## src/rtl/rf_pkg.sv

```systemverilog
package rf_pkg;
    localparam logic [7:0] OFS_CMD   = 8'h00;
    localparam logic [7:0] OFS_COLOR = 8'h44;
    localparam logic [7:0] OP_FILL   = 8'h86;

    localparam int SB_RETRACE = 0;
    localparam int SB_BUSY    = 2;
    localparam int SB_EMPTY   = 4;
    localparam int SB_FREE    = 16;

    typedef enum logic [1:0] {
        ST_CMD  = 2'd0,
        ST_POS  = 2'd1,
        ST_SIZE = 2'd2,
        ST_PIX  = 2'd3
    } dec_state_t;
endpackage

```

## src/rtl/rf_fifo.sv

```systemverilog
module rf_fifo #(
    parameter int WIDTH = 32,
    parameter int DEPTH = 4,
    localparam int AW = (DEPTH > 1) ? $clog2(DEPTH) : 1,
    localparam int CW = $clog2(DEPTH + 1)
) (
    input  logic             clk,
    input  logic             rst_n,
    input  logic             push,
    input  logic [WIDTH-1:0] din,
    input  logic             pop,
    output logic [WIDTH-1:0] dout,
    output logic             empty,
    output logic [CW-1:0]    count
);
    logic [WIDTH-1:0] mem [DEPTH];
    logic [AW-1:0]    wp, rp;
    logic             do_push, do_pop;

    assign do_push = push && (count != CW'(DEPTH));
    assign do_pop  = pop && (count != '0);
    assign empty   = (count == '0);
    assign dout    = mem[rp];

    always_ff @(posedge clk) begin
        if (!rst_n) begin
            wp    <= '0;
            rp    <= '0;
            count <= '0;
        end else begin
            if (do_push) begin
                mem[wp] <= din;
                wp      <= (wp == AW'(DEPTH - 1)) ? '0 : wp + 1'b1;
            end
            if (do_pop) begin
                rp <= (rp == AW'(DEPTH - 1)) ? '0 : rp + 1'b1;
            end
            unique case ({do_push, do_pop})
                2'b10:   count <= count + 1'b1;
                2'b01:   count <= count - 1'b1;
                default: count <= count;
            endcase
        end
    end
endmodule

```

## src/rtl/rf_ctrl.sv

```systemverilog
module rf_ctrl
    import rf_pkg::*;
#(
    parameter int CORD_W = 16
) (
    input  logic              clk,
    input  logic              rst_n,
    input  logic              fifo_empty,
    input  logic [31:0]       fifo_word,
    output logic              fifo_pop,
    input  logic              px_ready,
    output logic              px_valid,
    output logic [CORD_W-1:0] px_x,
    output logic [CORD_W-1:0] px_y,
    output logic              active
);
    dec_state_t        st, nxt;
    logic [15:0]       rects_left;
    logic [CORD_W-1:0] x0, wid, col_left, row_left;
    logic              last_rect, zero_size, pix_done, is_fill;

    assign last_rect = (rects_left == 16'd1);
    assign zero_size = (fifo_word[15:0] == '0) || (fifo_word[31:16] == '0);
    assign pix_done  = px_ready && (col_left == '0) && (row_left == '0);
    assign is_fill   = (fifo_word[31:24] == OP_FILL) && (fifo_word[15:0] != '0);

    // state register
    always_ff @(posedge clk) begin
        if (!rst_n) st <= ST_CMD;
        else        st <= nxt;
    end

    // next state and pop
    always_comb begin
        nxt      = st;
        fifo_pop = 1'b0;
        unique case (st)
            ST_CMD: if (!fifo_empty) begin
                fifo_pop = 1'b1;
                if (is_fill) nxt = ST_POS;
            end
            ST_POS: if (!fifo_empty) begin
                fifo_pop = 1'b1;
                nxt      = ST_SIZE;
            end
            ST_SIZE: if (!fifo_empty) begin
                fifo_pop = 1'b1;
                if (!zero_size)     nxt = ST_PIX;
                else if (last_rect) nxt = ST_CMD;
                else                nxt = ST_POS;
            end
            ST_PIX: if (pix_done) nxt = last_rect ? ST_CMD : ST_POS;
            default: nxt = ST_CMD;
        endcase
    end

    // datapath and outputs
    always_ff @(posedge clk) begin
        if (!rst_n) begin
            rects_left <= '0;
            x0         <= '0;
            wid        <= '0;
            col_left   <= '0;
            row_left   <= '0;
            px_x       <= '0;
            px_y       <= '0;
        end else begin
            unique case (st)
                ST_CMD: if (!fifo_empty && is_fill) rects_left <= fifo_word[15:0];
                ST_POS: if (!fifo_empty) begin
                    x0   <= fifo_word[31:16];
                    px_y <= fifo_word[15:0];
                end
                ST_SIZE: if (!fifo_empty) begin
                    if (zero_size) begin
                        rects_left <= rects_left - 1'b1;
                    end else begin
                        wid      <= fifo_word[15:0];
                        col_left <= fifo_word[15:0] - 1'b1;
                        row_left <= fifo_word[31:16] - 1'b1;
                        px_x     <= x0;
                    end
                end
                ST_PIX: if (px_ready) begin
                    if (col_left != '0) begin
                        px_x     <= px_x + 1'b1;
                        col_left <= col_left - 1'b1;
                    end else if (row_left != '0) begin
                        px_x     <= x0;
                        px_y     <= px_y + 1'b1;
                        col_left <= wid - 1'b1;
                        row_left <= row_left - 1'b1;
                    end else begin
                        rects_left <= rects_left - 1'b1;
                    end
                end
                default: ;
            endcase
        end
    end

    assign px_valid = (st == ST_PIX);
    assign active   = (st != ST_CMD);
endmodule

```

## src/rtl/rectfill_engine.sv

```systemverilog
module rectfill_engine
    import rf_pkg::*;
#(
    parameter int DEPTH = 4,
    localparam int CW = $clog2(DEPTH + 1)
) (
    input  logic        clk,
    input  logic        rst_n,
    input  logic        wr_en,
    input  logic [7:0]  wr_addr,
    input  logic [31:0] wr_data,
    input  logic [7:0]  rd_addr,
    output logic [31:0] rd_data,
    input  logic        retrace,
    output logic        px_valid,
    input  logic        px_ready,
    output logic [15:0] px_x,
    output logic [15:0] px_y,
    output logic [31:0] px_color
);
    logic [31:0]   fg_color, fifo_word, status;
    logic          fifo_empty, fifo_pop, active, busy;
    logic [CW-1:0] fifo_count;

    rf_fifo #(.WIDTH(32), .DEPTH(DEPTH)) u_fifo (
        .clk   (clk),
        .rst_n (rst_n),
        .push  (wr_en && (wr_addr == OFS_CMD)),
        .din   (wr_data),
        .pop   (fifo_pop),
        .dout  (fifo_word),
        .empty (fifo_empty),
        .count (fifo_count)
    );

    rf_ctrl #(.CORD_W(16)) u_ctrl (
        .clk        (clk),
        .rst_n      (rst_n),
        .fifo_empty (fifo_empty),
        .fifo_word  (fifo_word),
        .fifo_pop   (fifo_pop),
        .px_ready   (px_ready),
        .px_valid   (px_valid),
        .px_x       (px_x),
        .px_y       (px_y),
        .active     (active)
    );

    always_ff @(posedge clk) begin
        if (!rst_n)                               fg_color <= '0;
        else if (wr_en && wr_addr == OFS_COLOR)   fg_color <= wr_data;
    end

    assign busy     = active || !fifo_empty;
    assign px_color = fg_color;

    always_comb begin
        status                  = '0;
        status[SB_RETRACE]      = retrace;
        status[SB_BUSY]         = busy;
        status[SB_EMPTY]        = fifo_empty;
        status[SB_FREE +: 16]   = 16'(DEPTH) - 16'(fifo_count);
    end

    always_comb begin
        unique case (rd_addr)
            OFS_CMD:   rd_data = status;
            OFS_COLOR: rd_data = fg_color;
            default:   rd_data = '0;
        endcase
    end
endmodule

```

## config.mk

```make
export PLATFORM = sky130hd
export DESIGN_NAME = rectfill_engine
export DESIGN_NICKNAME = d
export VERILOG_FILES = /design/src/rtl/rf_pkg.sv /design/src/rtl/rf_fifo.sv /design/src/rtl/rf_ctrl.sv /design/src/rtl/rectfill_engine.sv
export SDC_FILE = /design/constraint.sdc
export NUM_CORES = 1
export LEC_CHECK = 0
export BUFFER_PORTS_ARGS = -buffer_cell sky130_fd_sc_hd__buf_2
export CAP_MARGIN = 20
export CORE_UTILIZATION = 59
export CTS_BUF_LIST = sky130_fd_sc_hd__clkbuf_8 sky130_fd_sc_hd__clkbuf_16
export CTS_CLUSTER_DIAMETER = 60
export DETAILED_ROUTE_END_ITERATION = 8
export PLACE_DENSITY = 0.86
export SLEW_MARGIN = 20
export SYNTH_ARGS = -nofsm -noshare
export SYNTH_HDL_FRONTEND = slang
export SYNTH_SLANG_ARGS = --single-unit
```

## constraint.sdc

```tcl
create_clock -name clk -period 4 [get_ports clk]
set_input_delay 0.4 -clock clk [delete_from_list [all_inputs] [get_ports clk]]
set_output_delay 0.4 -clock clk [all_outputs]
set_load 0.005 [all_outputs]
```

# After elaboration in Yosys (flattened, before gate mapping)

Memories as Yosys holds them, arrays and structs flattened. A register that Yosys moved wholly into a read port is not among the register bits.
Index checks and enable logic that the tools add are counted.

Register bits after elaboration: 153
Bits in latches: 0
RAM bits: 128
Memory bits (read-only): 0
Word-level logic and storage cells: 138
Memories: 1

Memories:

| memory     | depth | width | rd ports | clocked after Yosys merged registers in | wr ports | RTL line      | text |
|---|---|---|---|---|---|---|---|
| u_fifo.mem | 4     | 32    | 1        | 1                                       | 1        | rf_fifo.sv:16 | `logic [WIDTH-1:0] mem [DEPTH];` |

Add/subtract/negate cells: 13
Multiply operators: 0
Divide/modulo/power cells: 0
Order comparisons: 0
Equality and inequality tests: 25
Shift operators: 0
Multiplexer cells: 49
Bitwise logic cells: 2
Reduce and logical (&&, ||, !) cells: 36

Operators with widths:

| kind                                                                   | count |
|---|---|
| 16-bit two-way mux                                                     | 25 |
| 16-bit one-hot mux with 2 select lines                                 | 4 |
| 16-bit by 1-bit subtractor with 16-bit output, second input constant   | 6 |
| 16-bit logical NOT                                                     | 4 |
| 32-bit one-hot mux with 2 select lines                                 | 1 |
| 16-bit one-hot mux with 3 select lines                                 | 1 |
| 16-bit nonzero test                                                    | 3 |
| 16-bit by 1-bit adder with 16-bit output, second input constant        | 2 |
| 2-bit two-way mux                                                      | 10 |
| 16-bit by 1-bit equality test with 1-bit output, second input constant | 1 |
| 8-bit by 7-bit equality test with 1-bit output, second input constant  | 2 |
| 8-bit logical NOT                                                      | 2 |
| 5-bit AND reduction                                                    | 3 |
| 2-bit by 1-bit != test with 1-bit output, second input constant        | 6 |
| 2-bit != test, second input constant                                   | 6 |
| 2-bit equality test, second input constant                             | 5 |
| 8-bit equality test, second input constant                             | 1 |
| 1-bit logical AND                                                      | 8 |
| 2-bit one-hot mux with 4 select lines                                  | 1 |
| 2-bit nonzero test                                                     | 4 |
| 7-bit AND reduction                                                    | 1 |
| 1-bit two-way mux                                                      | 6 |
| 3-bit one-hot mux with 2 select lines                                  | 1 |
| 6-bit AND reduction                                                    | 1 |
| other kinds (16)                                                       | 21 |

# Depth between registers and ports, before layout

Gate-level depths: netlist of run 1.

Word-level depth: 6
Mapped depth: 14
Gate-level depth less buffers: 11

# Hierarchy

Synthesis of run 1 repeated with hierarchy kept, for this count alone.

Cells, all modules: 1371
Area total of the unflattened synthesis: 13751.9 um^2

By module, submodules not included:

| module          | times used | cells each | area each (um^2) |
|---|---|---|---|
| rf_ctrl         | 1          | 933        | 6935.4 |
| rf_fifo         | 1          | 223        | 5092.4 |
| rectfill_engine | 1          | 215        | 1724.2 |

# Worst setup path after synthesis of run 1

Ideal clock, no wire load.

Kind: reg2reg
Start point: reg u_ctrl.st[1]
End point: reg u_ctrl.row_left[14]
Arrival: 3.272 ns
Setup slack: 0.668 ns
Stages on the path, launching flop included: 15
Buffers on the path: 6
Period minus slack after synthesis: 3.332 ns
Cell sequence: dfxtp_1 clkbuf_1 nand2_1 clkbuf_1 clkbuf_1 clkbuf_1 clkbuf_1 mux2i_1 ha_1 clkbuf_1 and3_1 and3_1 nand3_1 a2111oi_0 o31a_1

Longest elaborated chain between the ends: 3

Ends and longest elaborated chain:

| element                                                      | RTL line      | text |
|---|---|---|
| start, declared                                              | rf_ctrl.sv:17 | `dec_state_t st, nxt;` |
| start signal, assigned                                       | rf_ctrl.sv:30 | `else st <= nxt;` |
| 2-bit equality test                                          | rf_ctrl.sv:68 | `unique case (st)` |
| 2-bit != test (no source line), or another cell as far along | --            |  |
| 6-bit AND reduction (no source line)                         | --            |  |
| end signal, assigned                                         | rf_ctrl.sv:80 | `row_left <= fifo_word[31:16] - 1'b1;` |
| end signal, assigned                                         | rf_ctrl.sv:92 | `row_left <= row_left - 1'b1;` |
| end, declared                                                | rf_ctrl.sv:19 | `logic [CORD_W-1:0] x0, wid, col_left, row_left;` |

Parallel ways exist; a longest one is shown, timed or not.
A chain may end at the register's enable or synchronous reset.

==> results of run 1 <==
==> stage by stage <==
step	cell area (um2)	total power, mW	instances	util (%)	hold slack [ns]
CTS	15300	6.99	1754	69.8	0.0667
global route	15300	7.21	1754	69.8	0.0785
global placement	14400	4.28	1700	65.4	0.446
detailed placement	14400	4.31	1700	65.4	0.452
floorplan	13300	4.00	1311	-	0.437
finish	15300	6.99	1754	69.8	0.0758
==> registers in the layout, indices dropped and copies added, names as in the netlist, named ones only <==
signal,flops
u_fifo.mem,128
u_ctrl.st,2
u_ctrl.px_y,16
u_ctrl.px_x,16
u_fifo.rp,2
u_ctrl.col_left,16
px_color,32
u_ctrl.row_left,16
u_ctrl.rects_left,16
u_ctrl.x0,16
u_ctrl.wid,16
u_fifo.count,3
u_fifo.wp,2
==> power breakdown <==
| group | total [mW] | switching (mW) | internal [mW] |
|---|---|---|---|
| clock | 2.71 | 1.20 | 1.51 |
| combinational | 1.18 | 0.714 | 0.463 |
| sequential | 3.11 | 0.0529 | 3.05 |
==> layer usage <==
metal	part of all wire, %	global-route usage, %
met5	0	0
met4	2.0	8.41
met1	42	43.6
met3	10	4.76
met2	46	49.1
==> kinds of logic after synthesis <==
logic type               after synthesis  share of synthesized area [%]
AND/OR/NAND/NOR                      491                           17.2
multiplexers                          66                           8.02
adder cells (fa/ha/maj)               16                           1.57
AO/OA/AOI/OAI                        337                           16.5
XOR/XNOR                              18                           1.19
buffers and inverters                100                           3.19
flip-flops                           283                           52.4
==> how the worst max path moves through the flow <==
| stage | startpoint | to | slack, ns |
|---|---|---|---|
| 3_3_place_gp | flip-flop | u_ctrl.px_x[9]$_SDFFE_PN0P_ | 0.48 |
| 3_5_place_dp | flip-flop | u_ctrl.px_x[5]$_SDFFE_PN0P_ | 0.39 |
| 2_1_floorplan | u_ctrl.st[1]$_SDFFE_PN0P_ | u_ctrl.row_left[14]$_SDFFE_PN0P_ | 0.67 |
| 5_1_grt | flip-flop | u_ctrl.px_x[8]$_SDFFE_PN0P_ | 0.06 |
| 6_report | flip-flop | u_ctrl.px_x[5]$_SDFFE_PN0P_ | 0.32 |
| 4_1_cts | flip-flop | u_ctrl.px_x[5]$_SDFFE_PN0P_ | 0.36 |
==> cells in the final DEF (no fill, tap or decap), types with 21 or more instances in the layout <==
cell / count
mux4_2: 32
a211oi_1: 26
nor4_1: 26
buf_2: 149
and3_1: 30
edfxtp_1: 128
o21ai_0: 60
nor2_1: 123
nand2_1: 184
buf_4: 36
clkbuf_16: 30
nor3_1: 30
nand3_1: 32
inv_1: 21
a21oi_1: 108
dfxtp_1: 154
mux2i_1: 32
==> layout make-up <==
| cell class | instances | area, um2 | share of cell area (%) |
|---|---|---|---|
| Multi-Input combinational cell | 928 | 5920 | 38.6 |
| Clock buffer | 33 | 792 | 5.17 |
| Tap cell | 280 | 350 | 2.29 |
| Inverter | 22 | 85.1 | 0.555 |
| Clock inverter | 21 | 173 | 1.13 |
| Timing Repair Buffer | 187 | 1060 | 6.89 |
| Sequential cell | 283 | 6950 | 45.3 |
==> results.sh, run 1 <==
export IMPL_initial_core_util_pct=60.4
export IMPL_fmax_mhz=271
export IMPL_worst_path_buf_inv=2
export IMPL_clkTransAtPathRegs_ns=0.07
export IMPL_irDropWorstVdd_mv=0.406
export IMPL_firstDrtPassIters=7
export IMPL_seq_area_frac_synth_pct=52.4
export IMPL_grt_max_degree=73
export IMPL_cts_hold_buf=0
export IMPL_die_w_um=152
export IMPL_drtIter0Drc=1298
export IMPL_crit_path_start_kind="flip-flop"
export IMPL_post_place_ws_ns=0.392
export IMPL_via_per_inst=6.46
export IMPL_grt_pass1_vias=10600
export IMPL_fin_ws_ns=0.316
export IMPL_die_y_um=152
export IMPL_hold_violations=0
export IMPL_reg2reg_to="u_ctrl.px_x[5]$_SDFFE_PN0P_"
export IMPL_yosysWarnings=0
export IMPL_synth_edf_count=128
export IMPL_synthesis_nets=1380
export IMPL_rows=54
export IMPL_grt_setup_unrepaired="no"
export IMPL_critPathSlowestCell="o32ai_4"
export IMPL_cts_resized=0
export IMPL_clock_sinks=283
export IMPL_hpwl_um=24200
export IMPL_clockBufferDepth=3
export IMPL_synth_cells=1311
export IMPL_overflow=0
export IMPL_num_vias=11300
export IMPL_crit_chain="buf_4, mux4_2, nor4_1, a41oi_2, o41ai_4, o32ai_4, buf_4, o21ai_0, a22oi_1, nor2_1"
export IMPL_cp_depth=10
export IMPL_fin_worst_skew_ns=0.0236
export IMPL_p_leak_nw=5.72
export IMPL_place_gp_congestion=0.994
export IMPL_finalSetupViolCount=0
export IMPL_yosysMostFrequentCell="nand2_1"
export IMPL_grt_first_pass_wirelength_um=56800
export IMPL_fin_crit_sh_pct=92.1
export IMPL_yosys_top_cells_area="edfxtp_1, dfxtp_1, mux4_2"
export IMPL_slew_violations=0
export IMPL_min_from="wr_data[31]"
export IMPL_synth_seq_cells=283
export IMPL_synth_top_cell_by_area="edfxtp_1"
export IMPL_antenna_left=0
export IMPL_min_delay_worst_endpoint="u_fifo.mem[1][31]$_DFFE_PP_"
export IMPL_post_cts_buffers=0
export IMPL_wl_per_cell_um=20.4
export IMPL_fin_tns_setup_ns=0
export IMPL_cap_violations=0
export IMPL_antenna_cells=0
export IMPL_core_um2=22000
export IMPL_power_density_nw_per_um2=456
export IMPL_synthFlopType="dfxtp_1"
export IMPL_num_nets_final=1520
export IMPL_clk_latency_ns=0.56
export IMPL_post_route_min_period_ns=3.68
export IMPL_min_path_cells=1
export IMPL_syn_cell_area_um2=13300
export IMPL_drc=17
export IMPL_r2r_setup_slack_ns=0.32
export IMPL_routed_wl_um=35900
export IMPL_tightest_slew_ns=1.05
export IMPL_synth_commonest_cells="nand2_1, dfxtp_1, edfxtp_1, nor2_1, a21oi_1"
export IMPL_nFillCells=1512
export IMPL_setup_worst_path_class="reg -> reg"
export IMPL_grt_antenna_before_repair=0
export IMPL_syn_avg_cell_area_um2=10.1
export IMPL_yosysUniqueCellTypes=78
export IMPL_end_kind="flip-flop"
export IMPL_cp_top_family="compound AO/OA/AOI/OAI gates"
export IMPL_drive_gt1_share_pct=19.9
export IMPL_die_area_um2=23100
export IMPL_status="finished with violations"
export IMPL_ys_async_sr_fraction_pct=0
export IMPL_ioPinCount=150
export IMPL_hp_class="in -> reg"
export IMPL_cts_buffers=29
export IMPL_cpMostUsedCell="buf_4"
export IMPL_area_delta_synth_final_pct=15.5
export IMPL_slew_headroom_pct=30.1
export IMPL_cts_tree="built"
export IMPL_clock_root_buffer="clkbuf_16"
export IMPL_critPathArrivalTime_ns=4.08
export IMPL_required_ns=4.40
export IMPL_reg2reg_depth=10
export IMPL_port_buffers=149
export IMPL_violations="DRC"
export IMPL_cts_max_level=1
export IMPL_yosysTopAreaCellShare_pct=29.0
export IMPL_grtUsageTotal_pct=30.7
export IMPL_slowest_delay_ns=0.79
export IMPL_worst_path_max_fanout=28
Note: power is estimated with default switching activity, not from simulation.
==> run 2, diff against run 1 <==
- CORE_UTILIZATION: 59 -> 55
- PLACE_DENSITY: 0.86 -> 0.82
- SKIP_LAST_GASP: not set -> 1
- clock period: 4 -> 4.1 ns (I/O delays scaled with it)
==> results.sh, run 2 (synthesis gave the netlist of run 1 again) <==
export IMPL_area_delta_synth_final_pct=16.4
export IMPL_critPathSlowestCell="mux4_2"
export IMPL_antenna_cells=0
export IMPL_fin_crit_sh_pct=86.3
export IMPL_hpwl_um=22900
export IMPL_regMostFlops="u_fifo.mem"
export IMPL_post_cts_buffers=0
export IMPL_crit_chain="buf_4, mux4_2, nor4_1, a41oi_2, o41ai_4, buf_4, a2bb2oi_2, nor2_1, a32oi_1, a31oi_1"
export IMPL_cpMostUsedCell="buf_4"
export IMPL_die_w_um=157
export IMPL_drive_gt1_share_pct=19.6
export IMPL_drtIter0Drc=1204
export IMPL_slew_headroom_pct=34.6
export IMPL_worst_path_buf_inv=2
export IMPL_end_kind="flip-flop"
export IMPL_post_route_min_period_ns=3.54
export IMPL_port_buffers=149
export IMPL_routed_wl_um=34300
export IMPL_antenna_left=0
export IMPL_finalSetupViolCount=0
export IMPL_p_leak_nw=5.74
export IMPL_irDropWorstVdd_mv=0.332
export IMPL_hold_violations=0
export IMPL_initial_core_util_pct=56.4
export IMPL_grt_antenna_before_repair=0
export IMPL_grt_setup_unrepaired="no"
export IMPL_dpl_cell_count=1735
export IMPL_required_ns=4.49
export IMPL_num_nets_final=1515
export IMPL_grt_first_pass_wirelength_um=54000
export IMPL_fin_cells=1787
export IMPL_slowest_delay_ns=0.59
export IMPL_grt_max_degree=86
export IMPL_ioPinCount=150
export IMPL_regArea_um2=6950
export IMPL_rows=56
export IMPL_post_place_ws_ns=0.653
export IMPL_clock_sinks=283
export IMPL_cap_violations=0
export IMPL_slew_violations=0
export IMPL_setup_worst_path_class="reg -> reg"
export IMPL_nFillCells=1818
export IMPL_wl_per_cell_um=19.2
export IMPL_firstDrtPassIters=8
export IMPL_via_per_inst=6.18
export IMPL_clock_root_buffer="clkbuf_16"
export IMPL_hp_class="in -> reg"
export IMPL_largest_reg_flops=128
export IMPL_cts_max_level=1
export IMPL_cts_hold_buf=0
export IMPL_critPathArrivalTime_ns=3.93
export IMPL_die_area_um2=24700
export IMPL_place_gp_congestion=0.923
export IMPL_cts_buffers=28
export IMPL_worst_path_max_fanout=10
export IMPL_fin_ws_ns=0.560
export IMPL_clk_latency_ns=0.55
export IMPL_fmax_mhz=283
export IMPL_fin_tns_setup_ns=0
export IMPL_fin_worst_skew_ns=0.0119
export IMPL_power_density_nw_per_um2=460
export IMPL_multiInputGateArea_um2=5930
export IMPL_clockBufferDepth=3
export IMPL_drc=0
export IMPL_clkTransAtPathRegs_ns=0.07
export IMPL_core_um2=23500
export IMPL_cp_top_family="compound AO/OA/AOI/OAI gates"
export IMPL_mostFrequentLayoutCell="nand2_1"
export IMPL_num_vias=11000
export IMPL_grtUsageTotal_pct=27.7
export IMPL_die_y_um=157
export IMPL_status="completed"
export IMPL_grt_pass1_vias=10300
export IMPL_cts_resized=0
export IMPL_crit_path_start_kind="flip-flop"
export IMPL_tightest_slew_ns=0.975
export IMPL_final_cell_mix="nand2_1, dfxtp_1, buf_2"
export IMPL_cts_tree="built"
export IMPL_overflow=0
-- run 2: cell types whose count changed in the layout (fill, tap and decap cells not counted), sizes merged --
cell	delta
clkbuf	-4
inv	-5
buf	-4
clkinvlp	+1
bufinv	+7
clkinv	-1
-- run 2: final timing paths --
path	startpoint	endpoint	slack (ns)	cells after the start
max	flip-flop	u_ctrl.row_left[12]$_SDFFE_PN0P_	0.56	10
min	wr_data[18]	u_fifo.mem[2][18]$_DFFE_PP_	0.09	1
max reg2reg	flip-flop	u_ctrl.row_left[12]$_SDFFE_PN0P_	0.56	10
min reg2reg	u_ctrl.x0[15]$_SDFFE_PN0P_	u_ctrl.x0[15]$_SDFFE_PN0P_	0.46	2
-- run 2: cell type report --
cell class / count / share of cell area (%)
clock buffer: 29 / 4.70
clock inverter: 23 / 2.14
inverter: 22 / 0.551
multi-input combinational: 928 / 38.4
sequential: 283 / 45.0
tap: 319 / 2.58
timing repair buffer: 183 / 6.64
-- run 2: layer usage --
| metal | vias up | global-route usage (%) | wire, um |
|---|---|---|---|
| li1 | 5134 | - | - |
| met1 | 5304 | 38.4 | 14600 |
| met2 | 531 | 45.0 | 16100 |
| met4 | 0 | 9.52 | 887 |
| met3 | 71 | 3.58 | 2750 |
| met5 | - | 0 | 0 |
-- run 2: stage by stage --
| step | total power [mW] | util [%] | cell area (um2) | hold WS, ns |
|---|---|---|---|---|
| after floorplan | 3.90 | - | 13300 | 0.437 |
| after global placement | 4.19 | 61.1 | 14400 | 0.444 |
| after detailed placement | 4.22 | 61.1 | 14400 | 0.449 |
| after CTS | 7.11 | 65.6 | 15400 | 0.0846 |
| after global routing | 7.32 | 65.6 | 15400 | 0.0870 |
| final | 7.10 | 65.6 | 15400 | 0.0936 |
-- run 2: worst reg2reg max path, stage by stage (launching register included) --
cell       delay [ns]
dfxtp_2          0.50
buf_4            0.30
mux4_2           0.60
nor4_1           0.45
a41oi_2          0.26
o41ai_4          0.10
buf_4            0.25
a2bb2oi_2        0.31
nor2_1           0.22
a32oi_1          0.27
a31oi_1          0.11
-- run 2: where the power goes --
| part | total (mW) | leakage, nW | switching (mW) | internal (mW) |
|---|---|---|---|---|
| clock | 2.92 | 0.522 | 1.12 | 1.80 |
| combinational | 1.15 | 2.82 | 0.701 | 0.451 |
| sequential | 3.03 | 2.40 | 0.0532 | 2.98 |
==> run 3, diff against run 2 <==
- ABC_AREA: not set -> 1
==> results.sh, run 3 <==
export IMPL_clock_root_buffer="clkbuf_16"
export IMPL_slew_violations=0
export IMPL_ioPinCount=150
export IMPL_yosysMostFrequentCell="nand2_1"
export IMPL_cts_hold_buf=0
export IMPL_m1WireLength_um=15000
export IMPL_drc=0
export IMPL_regToRegStartpoint="u_ctrl.st[1]$_SDFFE_PN0P_"
export IMPL_hold_violations=0
export IMPL_core_um2=24300
export IMPL_grt_setup_unrepaired="no"
export IMPL_antenna_cells=0
export IMPL_min_from="wr_data[24]"
export IMPL_mostFrequentLayoutCell="nand2_1"
export IMPL_clkTransAtPathRegs_ns=0.06
export IMPL_fin_crit_sh_pct=77.4
export IMPL_power_density_nw_per_um2=646
export IMPL_synth_top_cell_by_area="edfxtp_1"
export IMPL_hp_class="in -> reg"
export IMPL_fin_worst_skew_ns=0.0102
export IMPL_post_route_min_period_ns=3.17
export IMPL_wl_per_cell_um=15.9
export IMPL_synth_edf_count=128
export IMPL_final_cell_mix="nand2_1, nor2_1, o21ai_0"
export IMPL_via_per_inst=5.50
export IMPL_slew_headroom_pct=35.2
export IMPL_critPathArrivalTime_ns=3.65
export IMPL_grt_max_degree=65
export IMPL_grt_pass1_vias=11300
export IMPL_fin_tns_setup_ns=0
export IMPL_ys_async_sr_fraction_pct=0
export IMPL_grt_antenna_before_repair=0
export IMPL_synth_cells=1721
export IMPL_syn_avg_cell_area_um2=7.92
export IMPL_drtIter0Drc=1049
export IMPL_cts_max_level=1
export IMPL_crit_path_start_kind="flip-flop"
export IMPL_critPathSlowestCell="dfxtp_1"
export IMPL_synth_commonest_cells="nand2_1, nor2_1, o21ai_0, dfxtp_1, inv_1"
export IMPL_yosysTopAreaCellShare_pct=28.2
export IMPL_finalSetupViolCount=0
export IMPL_yosys_top_cells_area="edfxtp_1, dfxtp_1, nand2_1"
export IMPL_port_buffers=149
export IMPL_clockBufferDepth=3
export IMPL_num_nets_final=1909
export IMPL_overflow=0
export IMPL_fmax_mhz=315
export IMPL_cap_violations=0
export IMPL_final_util_pct=64.3
export IMPL_num_vias=12000
export IMPL_slowest_delay_ns=0.79
export IMPL_post_cts_buffers=0
export IMPL_place_gp_congestion=0.954
export IMPL_crit_chain="inv_1, a211oi_2, nand2_2, nor2_4, buf_4, nand2_1, a21oi_1"
export IMPL_largest_reg_flops=128
export IMPL_p_leak_nw=6.57
export IMPL_synthesis_nets=1790
export IMPL_routed_wl_um=34700
export IMPL_synthFlopType="dfxtp_1"
export IMPL_required_ns=4.57
export IMPL_yosysWarnings=0
export IMPL_routed_wl_met2_um=16100
export IMPL_worst_path_buf_inv=2
export IMPL_irDropWorstVdd_mv=0.442
export IMPL_hpwl_um=23800
export IMPL_end_kind="flip-flop"
export IMPL_clock_sinks=283
export IMPL_seq_area_frac_synth_pct=51.0
export IMPL_clk_latency_ns=0.55
export IMPL_setup_worst_path_class="reg -> reg"
export IMPL_initial_core_util_pct=56.1
export IMPL_routed_top_layer="met4"
export IMPL_die_area_um2=25400
export IMPL_syn_cell_area_um2=13600
export IMPL_cts_tree="built"
export IMPL_regMostFlops="u_fifo.mem"
export IMPL_synth_seq_cells=283
export IMPL_grtUsageTotal_pct=27.0
export IMPL_rows=57
export IMPL_wl_met3_um=2900
export IMPL_worst_path_max_fanout=24
export IMPL_die_y_um=159
export IMPL_crit_start="u_ctrl.st[1]$_SDFFE_PN0P_"
export IMPL_yosysUniqueCellTypes=47
export IMPL_area_delta_synth_final_pct=14.6
export IMPL_die_w_um=159
export IMPL_antenna_left=0
export IMPL_drive_gt1_share_pct=13.6
export IMPL_firstDrtPassIters=6
export IMPL_tightest_slew_ns=0.968
export IMPL_cts_buffers=30
export IMPL_cp_top_family="buffers and inverters"
export IMPL_grt_first_pass_wirelength_um=56000
export IMPL_cts_resized=0
export IMPL_status="completed"
-- run 3: cell types whose count changed after synthesis, sizes merged, moves of 25 or more --
cell	delta
buf	+25
nand2	+288
inv	+124
nor2	+71
o21ai	+106
nor4	-25
mux2i	-32
and3	-30
nand3	+100
mux4	-32
-- run 3: path summary, 6_finish.rpt --
| check | to | slack [ns] | cells after the start |
|---|---|---|---|
| worst max register to register | u_ctrl.px_x[5]$_SDFFE_PN0P_ | 0.93 | 7 |
| worst max-delay path | u_ctrl.px_x[5]$_SDFFE_PN0P_ | 0.93 | 7 |
| worst min register to register | px_color[20]$_SDFFE_PN0P_ | 0.47 | 2 |
| worst min-delay path | u_fifo.mem[2][24]$_DFFE_PP_ | 0.1 | 1 |
-- run 3: per-stage QoR --
step / worst slack, ns / std cells / power [mW] / hold WS [ns] / cell area (um2)
after CTS: 0.969 / 2188 / 10.0 / 0.0731 / 15600
after global placement: 1.06 / 2132 / 6.92 / 0.447 / 14500
after floorplan: 0.773 / 1721 / 6.20 / 0.454 / 13600
after detailed placement: 1.00 / 2132 / 6.99 / 0.456 / 14500
final: 0.927 / 2188 / 10.1 / 0.0984 / 15600
after global routing: 0.566 / 2188 / 10.7 / 0.0814 / 15600
-- run 3: power breakdown --
| group | switching, mW | internal [mW] |
|---|---|---|
| Sequential | 0.197 | 3.17 |
| Clock | 1.12 | 1.91 |
| Combinational | 2.62 | 1.08 |
| Total | 3.94 | 6.16 |
-- run 3: cell families (layout without fill, tap and decap cells) --
family	after synthesis	count (layout)	synth area share, %
fa+ha+maj	16	16	1.52
buf+inv	226	369	7.49
simple gates	836	836	25.5
compound gates	328	328	12.5
xor+xnor	32	32	2.06
flops	283	283	51.0
-- run 3: per-layer routing --
metal / global-route usage, % / vias up
li1: - / 5897
met1: 36.9 / 5537
met2: 44.9 / 537
met3: 3.54 / 54
met4: 7.95 / 0
met5: 0 / -
-- run 3: final cells by class --
| cell class | count | area (um2) |
|---|---|---|
| fill | 2031 | 8690 |
| timing repair buffer | 168 | 913 |
| clock buffer | 38 | 895 |
| inverter | 145 | 547 |
| sequential | 283 | 6950 |
| tap | 324 | 405 |
| multi-input combinational | 1212 | 5680 |
| clock inverter | 18 | 246 |
